$ cat src/rtl/priv_irq_pkg.sv
package priv_irq_pkg;

    localparam int NUM_SW        = 16;
    localparam int NUM_PPI       = 16;
    localparam int NUM_INT       = NUM_SW + NUM_PPI;
    localparam int PRIO_W        = 8;
    localparam int WORD_W        = 32;
    localparam int ADDR_W        = 16;
    localparam int PRIO_PER_WORD = WORD_W / PRIO_W;
    localparam int PRIO_WORDS    = NUM_INT / PRIO_PER_WORD;
    localparam int PW_IDX_W      = $clog2(PRIO_WORDS);

    localparam logic [1:0] SIZE_WORD = 2'd2;

    localparam logic [ADDR_W-1:0] OFF_GROUP  = 16'h0080;
    localparam logic [ADDR_W-1:0] OFF_EN_SET = 16'h0100;
    localparam logic [ADDR_W-1:0] OFF_EN_CLR = 16'h0180;
    localparam logic [ADDR_W-1:0] OFF_PD_SET = 16'h0200;
    localparam logic [ADDR_W-1:0] OFF_PD_CLR = 16'h0280;
    localparam logic [ADDR_W-1:0] OFF_AC_SET = 16'h0300;
    localparam logic [ADDR_W-1:0] OFF_AC_CLR = 16'h0380;
    localparam logic [ADDR_W-1:0] OFF_PRIO   = 16'h0400;
    localparam logic [ADDR_W-1:0] OFF_CFG0   = 16'h0C00;
    localparam logic [ADDR_W-1:0] OFF_CFG1   = 16'h0C04;
    localparam logic [ADDR_W-1:0] PRIO_END   = OFF_PRIO + ADDR_W'(PRIO_WORDS * 4);

    typedef enum logic [3:0] {
        ACC_NONE,
        ACC_GROUP,
        ACC_EN_SET,
        ACC_EN_CLR,
        ACC_PD_SET,
        ACC_PD_CLR,
        ACC_AC_SET,
        ACC_AC_CLR,
        ACC_PRIO,
        ACC_CFG0,
        ACC_CFG1
    } acc_kind_e;

    typedef struct packed {
        acc_kind_e             kind;
        logic [PW_IDX_W-1:0]   word;
    } acc_dec_t;

    // An access is taken only as a four-byte access on a word boundary.
    function automatic logic access_legal(logic [1:0] size, logic [ADDR_W-1:0] addr);
        return (size == SIZE_WORD) && (addr[1:0] == 2'b00);
    endfunction

endpackage

$ cat src/rtl/priv_irq_decode.sv
module priv_irq_decode
    import priv_irq_pkg::*;
(
    input  logic              req_valid,
    input  logic [1:0]        req_size,
    input  logic [ADDR_W-1:0] req_addr,
    output acc_dec_t          dec
);
    logic [ADDR_W-1:0] prio_off;

    assign prio_off = req_addr - OFF_PRIO;

    always_comb begin
        dec.kind = ACC_NONE;
        dec.word = '0;
        if (req_valid && access_legal(req_size, req_addr)) begin
            case (req_addr)
                OFF_GROUP:  dec.kind = ACC_GROUP;
                OFF_EN_SET: dec.kind = ACC_EN_SET;
                OFF_EN_CLR: dec.kind = ACC_EN_CLR;
                OFF_PD_SET: dec.kind = ACC_PD_SET;
                OFF_PD_CLR: dec.kind = ACC_PD_CLR;
                OFF_AC_SET: dec.kind = ACC_AC_SET;
                OFF_AC_CLR: dec.kind = ACC_AC_CLR;
                OFF_CFG0:   dec.kind = ACC_CFG0;
                OFF_CFG1:   dec.kind = ACC_CFG1;
                default: begin
                    if (req_addr >= OFF_PRIO && req_addr < PRIO_END) begin
                        dec.kind = ACC_PRIO;
                        dec.word = prio_off[2 +: PW_IDX_W];
                    end
                end
            endcase
        end
    end
endmodule

$ cat src/rtl/priv_irq_bitmap.sv
module priv_irq_bitmap #(
    parameter int W = 32
) (
    input  logic         clk,
    input  logic         rst,
    input  logic [W-1:0] ev_set,
    input  logic [W-1:0] ev_clr,
    input  logic         wr_set,
    input  logic         wr_clr,
    input  logic [W-1:0] wdata,
    output logic [W-1:0] bits
);
    logic [W-1:0] after_ev;
    logic [W-1:0] nxt;

    // Hardware events first, register write applied last so it wins per bit.
    always_comb begin
        after_ev = (bits | ev_set) & ~ev_clr;
        nxt      = after_ev;
        if (wr_set) nxt = nxt | wdata;
        if (wr_clr) nxt = nxt & ~wdata;
    end

    always_ff @(posedge clk) begin
        if (rst) bits <= '0;
        else     bits <= nxt;
    end
endmodule

$ cat src/rtl/priv_irq_signal.sv
module priv_irq_signal #(
    parameter int W = 32
) (
    input  logic         clk,
    input  logic         rst,
    input  logic [W-1:0] pend,
    input  logic [W-1:0] en,
    input  logic [W-1:0] act,
    input  logic [W-1:0] grp,
    input  logic         grp0_en,
    input  logic         grp1_en,
    output logic [W-1:0] fwd,
    output logic         irq,
    output logic         fiq
);
    assign fwd = pend & en & ~act;

    always_ff @(posedge clk) begin
        if (rst) begin
            irq <= 1'b0;
            fiq <= 1'b0;
        end else begin
            irq <= grp1_en && (|(fwd & grp));
            fiq <= grp0_en && (|(fwd & ~grp));
        end
    end
endmodule

$ cat src/rtl/priv_irq_frame.sv
module priv_irq_frame
    import priv_irq_pkg::*;
(
    input  logic                      clk,
    input  logic                      rst,
    input  logic                      req_valid,
    input  logic                      req_write,
    input  logic [1:0]                req_size,
    input  logic [ADDR_W-1:0]         req_addr,
    input  logic [WORD_W-1:0]         req_wdata,
    output logic [WORD_W-1:0]         rd_data,
    input  logic [NUM_PPI-1:0]        ppi_lvl,
    input  logic [NUM_SW-1:0]         sgi_set,
    input  logic [NUM_SW-1:0]         sgi_clr,
    input  logic                      grp0_en,
    input  logic                      grp1_en,
    output logic                      irq,
    output logic                      fiq,
    output logic [NUM_INT-1:0]        fwd_vec,
    output logic [NUM_INT*PRIO_W-1:0] prio_vec,
    output logic [NUM_INT-1:0]        grp_vec
);
    acc_dec_t            dec;
    logic                wr;
    logic [NUM_PPI-1:0]  ppi_q;
    logic [NUM_PPI-1:0]  ppi_rise;
    logic [NUM_PPI-1:0]  ppi_fall;
    logic [NUM_INT-1:0]  en_bits;
    logic [NUM_INT-1:0]  pend_bits;
    logic [NUM_INT-1:0]  act_bits;
    logic [NUM_INT-1:0]  grp_q;
    logic [WORD_W-1:0]   cfg0_q;
    logic [WORD_W-1:0]   cfg1_q;
    logic [PRIO_W-1:0]   prio_q    [NUM_INT];
    logic [WORD_W-1:0]   prio_word [PRIO_WORDS];

    priv_irq_decode u_dec (
        .req_valid (req_valid),
        .req_size  (req_size),
        .req_addr  (req_addr),
        .dec       (dec)
    );

    assign wr = req_valid && req_write;

    always_ff @(posedge clk) begin
        if (rst) ppi_q <= '0;
        else     ppi_q <= ppi_lvl;
    end

    assign ppi_rise = ppi_lvl & ~ppi_q;
    assign ppi_fall = ~ppi_lvl & ppi_q;

    priv_irq_bitmap #(.W(NUM_INT)) u_en (
        .clk    (clk),
        .rst    (rst),
        .ev_set ('0),
        .ev_clr ('0),
        .wr_set (wr && dec.kind == ACC_EN_SET),
        .wr_clr (wr && dec.kind == ACC_EN_CLR),
        .wdata  (req_wdata),
        .bits   (en_bits)
    );

    priv_irq_bitmap #(.W(NUM_INT)) u_pend (
        .clk    (clk),
        .rst    (rst),
        .ev_set ({ppi_rise, sgi_set}),
        .ev_clr ({ppi_fall, sgi_clr & ~sgi_set}),
        .wr_set (wr && dec.kind == ACC_PD_SET),
        .wr_clr (wr && dec.kind == ACC_PD_CLR),
        .wdata  (req_wdata),
        .bits   (pend_bits)
    );

    priv_irq_bitmap #(.W(NUM_INT)) u_act (
        .clk    (clk),
        .rst    (rst),
        .ev_set ('0),
        .ev_clr ('0),
        .wr_set (wr && dec.kind == ACC_AC_SET),
        .wr_clr (wr && dec.kind == ACC_AC_CLR),
        .wdata  (req_wdata),
        .bits   (act_bits)
    );

    always_ff @(posedge clk) begin
        if (rst) begin
            grp_q  <= '0;
            cfg0_q <= '0;
            cfg1_q <= '0;
        end else if (wr) begin
            if (dec.kind == ACC_GROUP) grp_q  <= req_wdata;
            if (dec.kind == ACC_CFG0)  cfg0_q <= req_wdata;
            if (dec.kind == ACC_CFG1)  cfg1_q <= req_wdata;
        end
    end

    for (genvar i = 0; i < NUM_INT; i++) begin : g_prio
        localparam int WIDX = i / PRIO_PER_WORD;
        localparam int LANE = i % PRIO_PER_WORD;
        always_ff @(posedge clk) begin
            if (rst)
                prio_q[i] <= '0;
            else if (wr && dec.kind == ACC_PRIO && dec.word == PW_IDX_W'(WIDX))
                prio_q[i] <= req_wdata[LANE*PRIO_W +: PRIO_W];
        end
        assign prio_vec[i*PRIO_W +: PRIO_W]           = prio_q[i];
        assign prio_word[WIDX][LANE*PRIO_W +: PRIO_W] = prio_q[i];
    end

    priv_irq_signal #(.W(NUM_INT)) u_sig (
        .clk     (clk),
        .rst     (rst),
        .pend    (pend_bits),
        .en      (en_bits),
        .act     (act_bits),
        .grp     (grp_q),
        .grp0_en (grp0_en),
        .grp1_en (grp1_en),
        .fwd     (fwd_vec),
        .irq     (irq),
        .fiq     (fiq)
    );

    assign grp_vec = grp_q;

    always_comb begin
        rd_data = '0;
        if (req_valid && !req_write) begin
            case (dec.kind)
                ACC_GROUP:              rd_data = grp_q;
                ACC_EN_SET, ACC_EN_CLR: rd_data = en_bits;
                ACC_PD_SET, ACC_PD_CLR: rd_data = pend_bits;
                ACC_AC_SET, ACC_AC_CLR: rd_data = act_bits;
                ACC_PRIO:               rd_data = prio_word[dec.word];
                ACC_CFG0:               rd_data = cfg0_q;
                ACC_CFG1:               rd_data = cfg1_q;
                default:                rd_data = '0;
            endcase
        end
    end
endmodule

$ cat config.mk
export PLATFORM = sky130hd
export DESIGN_NAME = priv_irq_frame
export DESIGN_NICKNAME = d
export VERILOG_FILES = /design/src/rtl/priv_irq_pkg.sv /design/src/rtl/priv_irq_decode.sv /design/src/rtl/priv_irq_bitmap.sv /design/src/rtl/priv_irq_signal.sv /design/src/rtl/priv_irq_frame.sv
export SDC_FILE = /design/constraint.sdc
export NUM_CORES = 1
export LEC_CHECK = 0
export BUFFER_PORTS_ARGS = -buffer_cell sky130_fd_sc_hd__buf_2
export CAP_MARGIN = 30
export CORE_ASPECT_RATIO = 1.1
export CORE_MARGIN = 3
export CORE_UTILIZATION = 50
export DETAILED_ROUTE_END_ITERATION = 12
export PLACE_DENSITY = 0.79
export SLEW_MARGIN = 0
export SYNTH_ARGS = -nofsm -noshare
export SYNTH_HDL_FRONTEND = slang
export SYNTH_HIERARCHICAL = 1
export SYNTH_SLANG_ARGS = --single-unit
export TNS_END_PERCENT = 100
$ cat constraint.sdc
create_clock -name clk -period 13.2 [get_ports clk]
set_clock_uncertainty 0.1 [all_clocks]
set_input_delay 1.98 -clock clk [delete_from_list [all_inputs] [get_ports clk]]
set_output_delay 1.98 -clock clk [all_outputs]
set_load 0.005 [all_outputs]
==> flow_summary_export.csv <==
group,metric,value,unit
synth,synth_seq_area_share,50.9,%
detailed_routing,wl_per_cell,27.9,um
placed_design,dpl_worst_slack,5290,ps
critical_path,r2r_slack,11090,ps
global_route,grt_max_degree,86,
clocking,cts_resized,0,
sta,setup_viol,0,
critical_path,cp_slowest_stage_delay,720,ps
synth,post-synth-top-area-cell,"edfxtp_1",
critical_path,required,11120,ps
synth,synth_mux_area_share,8.22,%
pwr,peakVddDrop,0.000127,V
detailed_routing,finalWirelength,90300,um
synth,synth_simple_gate_area_share,21.3,%
global_route,antenna_found_initial,2,
synth,synth-xor-area-share,0,%
synth,yosys-top-cells-count,"nand2_1 (357), and2_1 (256), edfxtp_1 (256)",
synth,yosysMostFrequentCell,"nand2_1",
synth,synth_cells,2111,
cells_and_area,final_nets,2715,
cells_and_area,drive_gt1_share,29.5,%
run_status,outcome,"finished clean",
sta,max_freq,125,MHz
synth,synth_top_family_by_area,"simple AND/OR/NAND/NOR gates",
cells_and_area,layout.cells.non_filler,3240,
floorplan,dieArea,0.0494,mm2
run,cap_violations,0,
sta,timing.final.ws_setup,5230,ps
critical_path,crit_fanout,52,
clocking,cts_sinks,466,
synth,synth_top_area_share,32.9,%
floorplan,core_area,0.0459,mm2
synth,ys_top_cells_by_area,"edfxtp_1 (33%), dfxtp_1 (18%), and2_1 (6.9%)",
sta,finalMaxSlewViolations,0,
placed_design,dp.cells,3147,
critical_path,critical_path.endpoint,"rd_data[19]",
clocking,path_clk_slew,60,ps
detailed_routing,drcViolationCount,0,
worst_hold_path,worstHoldPathType,"reg -> reg",
clocking,ctsHtreeMaxLevel,2,
clocking,root_buffer,"clkbuf_16",
critical_path,r2r_cells,4,
critical_path,cp.arrival,5890,ps
synth,syn_area_per_cell,11.1,um2
critical_path,end_kind,"primary output",
synth,synth_warnings,6,
synth,ys_ff_latch,466,
detailed_routing,first_iter_violations,2715,
global_route,grt_pass1_wl,130000,um
clocking,cts.hold.buffers_added,0,
critical_path,cp-start-kind,"primary input",
critical_path,rr_endpoint,"u_sig/fiq$_SDFF_PP0_",
synth,synth_area,0.0234,mm2
sta,slew_headroom,28.9,%
critical_path,crit_type,"in -> out",
global_route,grt-ovfl-total,0,
clocking,cts_tree,"built",
floorplan,die_x,212,um
clocking,clk-insertion-delay-late,600,ps
floorplan,die_y,233,um
global_route,grt_usage,35.6,%
placed_design,port_buffers,457,
sta,grt_setup_unrepaired,"false",
floorplan,rows,82,
detailed_routing,via_per_inst,6.27,
pwr,cellPowerDensity,117,mW/mm2
sta,fin_crit,7970,ps
clocking,cts_buffers,49,
cells_and_area,finish.utilization,61.6,%
clocking,cts_setup_buffers,0,
critical_path,cp_slowest_cell,"nor4bb_4",
placed_design,gp_congestion,0.991,
critical_path,crit_start,"req_addr[7]",
sta,period_share,60.4,%
detailed_routing,vias,20315,
global_route,grt_pass1_vias,19431,
sta,hold_viol_final,0,
floorplan,pin_count,458,
pwr,p_leak,10.6,nW
floorplan,start_util,51.0,%
critical_path,crit_chain,"buf_2 -> nor4b_2 -> a31oi_1 -> nor4b_4 -> buf_4 -> buf_4 -> nor4bb_4 -> buf_6 -> o2bb2ai_1 -> a311oi_1 -> o22ai_1 -> buf_2",
cells_and_area,area_growth,21.0,%
synth,synth_edf_count,256,
critical_path,r2r-start,"u_pend/bits[31]$_SDFF_PP0_",
synth,synth_fa_ha_area_share,0,%
synth,synth_compound_area_share,16.0,%
synth,ys_types,70,
detailed_routing,dr.pass1.iters,6,
pwr,total_power,3.31,mW
synth,dominantRegCellSynth,"edfxtp_1",
placed_design,hpwl,63500,um
synth,async_reset_ff_share,0,%
clocking,clk_path_buf_depth,3,
detailed_routing,final_antenna_net_count,0,
sta,tightest_slew,1060,ps
cells_and_area,num-fill-cells,3712,
sta,setup_tns,0,ps
worst max-delay path: cells and delay by family:
| kind | cells | cell delay [ps] |
|---|---|---|
| AND/OR/NAND/NOR | 3 | 1500 |
| AO/OA/AOI/OAI | 4 | 860 |
| buffers and inverters | 5 | 1510 |
cells in the final DEF (no fill, tap or decap), drive strengths merged, types with 4 or more instances in the layout:
cell,instances
a211oi,11
a21oi,120
a221oi,110
a22o,21
a22oi,6
a311oi,4
a31oi,5
a32oi,4
and2,257
buf,498
bufinv,4
clkbuf,62
clkinv,22
conb,128
dfxtp,210
edfxtp,256
inv,6
mux2,8
mux2i,48
mux4,60
nand2,357
nand2b,10
nand3,5
nand3b,26
nand4,10
nand4b,34
nor2,50
nor2b,69
nor3,17
nor4,10
nor4b,6
nor4bb,24
o21ai,11
o21bai,96
o22ai,30
o2bb2ai,11
worst min path at each step:
stage / startpoint / cells past startpoint / slack, ps / to
after floorplan: cfg1_q[30]$_SDFFE_PP0P_ / 2 / 330 / cfg1_q[30]$_SDFFE_PP0P_
after global placement: cfg1_q[30]$_SDFFE_PP0P_ / 2 / 340 / cfg1_q[30]$_SDFFE_PP0P_
after detailed placement: cfg1_q[30]$_SDFFE_PP0P_ / 2 / 340 / cfg1_q[30]$_SDFFE_PP0P_
after CTS: cfg1_q[30]$_SDFFE_PP0P_ / 2 / 350 / cfg1_q[30]$_SDFFE_PP0P_
after global routing: cfg1_q[9]$_SDFFE_PP0P_ / 2 / 370 / cfg1_q[9]$_SDFFE_PP0P_
final: cfg1_q[30]$_SDFFE_PP0P_ / 2 / 350 / cfg1_q[30]$_SDFFE_PP0P_
registers in the layout, indices dropped and copies added (netlist names):
signal / count
u_act/bits: 32
grp_vec: 32
u_en/bits: 32
cfg1_q: 32
prio_q: 256
cfg0_q: 32
u_pend/bits: 32
u_sig/irq: 1
u_sig/fiq: 1
ppi_q: 16
metal layers:
layer | track usage (%) | routed length [um] | vias to the layer above
met4 | 16.9 | 4720 | 4
met3 | 9.39 | 11000 | 243
li1 | - | - | 8652
met2 | 55.8 | 41500 | 1432
met1 | 46.1 | 33000 | 9984
met5 | 1.93 | 143 | -
where the power goes:
group          switching (mW)  total (mW)  internal (mW)
Clock                   0.611        1.41          0.799
Sequential             0.0612        1.65           1.59
Combinational           0.150       0.246         0.0968
cell families (layout without fill, tap and decap cells):
group,Yosys count,after routing
and+or+nand+nor,900,900
DFF,466,466
AOI/OAI and AO/OA,446,446
buffers and inverters,182,595
muxes,116,116
other,1,129
layout make-up:
type | instances | area [um2] | share of cell area, %
repair buffers | 499 | 2670 | 9.43
multi-input cells | 1590 | 11300 | 40.1
flip-flops and latches | 466 | 11900 | 42.1
clock buffers | 61 | 1330 | 4.72
well taps | 588 | 736 | 2.60
diodes | 1 | 2.50 | 0.00885
inverters | 5 | 18.8 | 0.0664
clock inverters | 30 | 279 | 0.987
metrics by stage:
step / area (um2) / hold WS, ps
floorplan: 23900 / 332
global placement: 26600 / 339
detailed placement: 26600 / 344
CTS: 28300 / 352
global route: 28300 / 365
finish: 28300 / 351
Note: power is estimated with default switching activity, not from simulation.
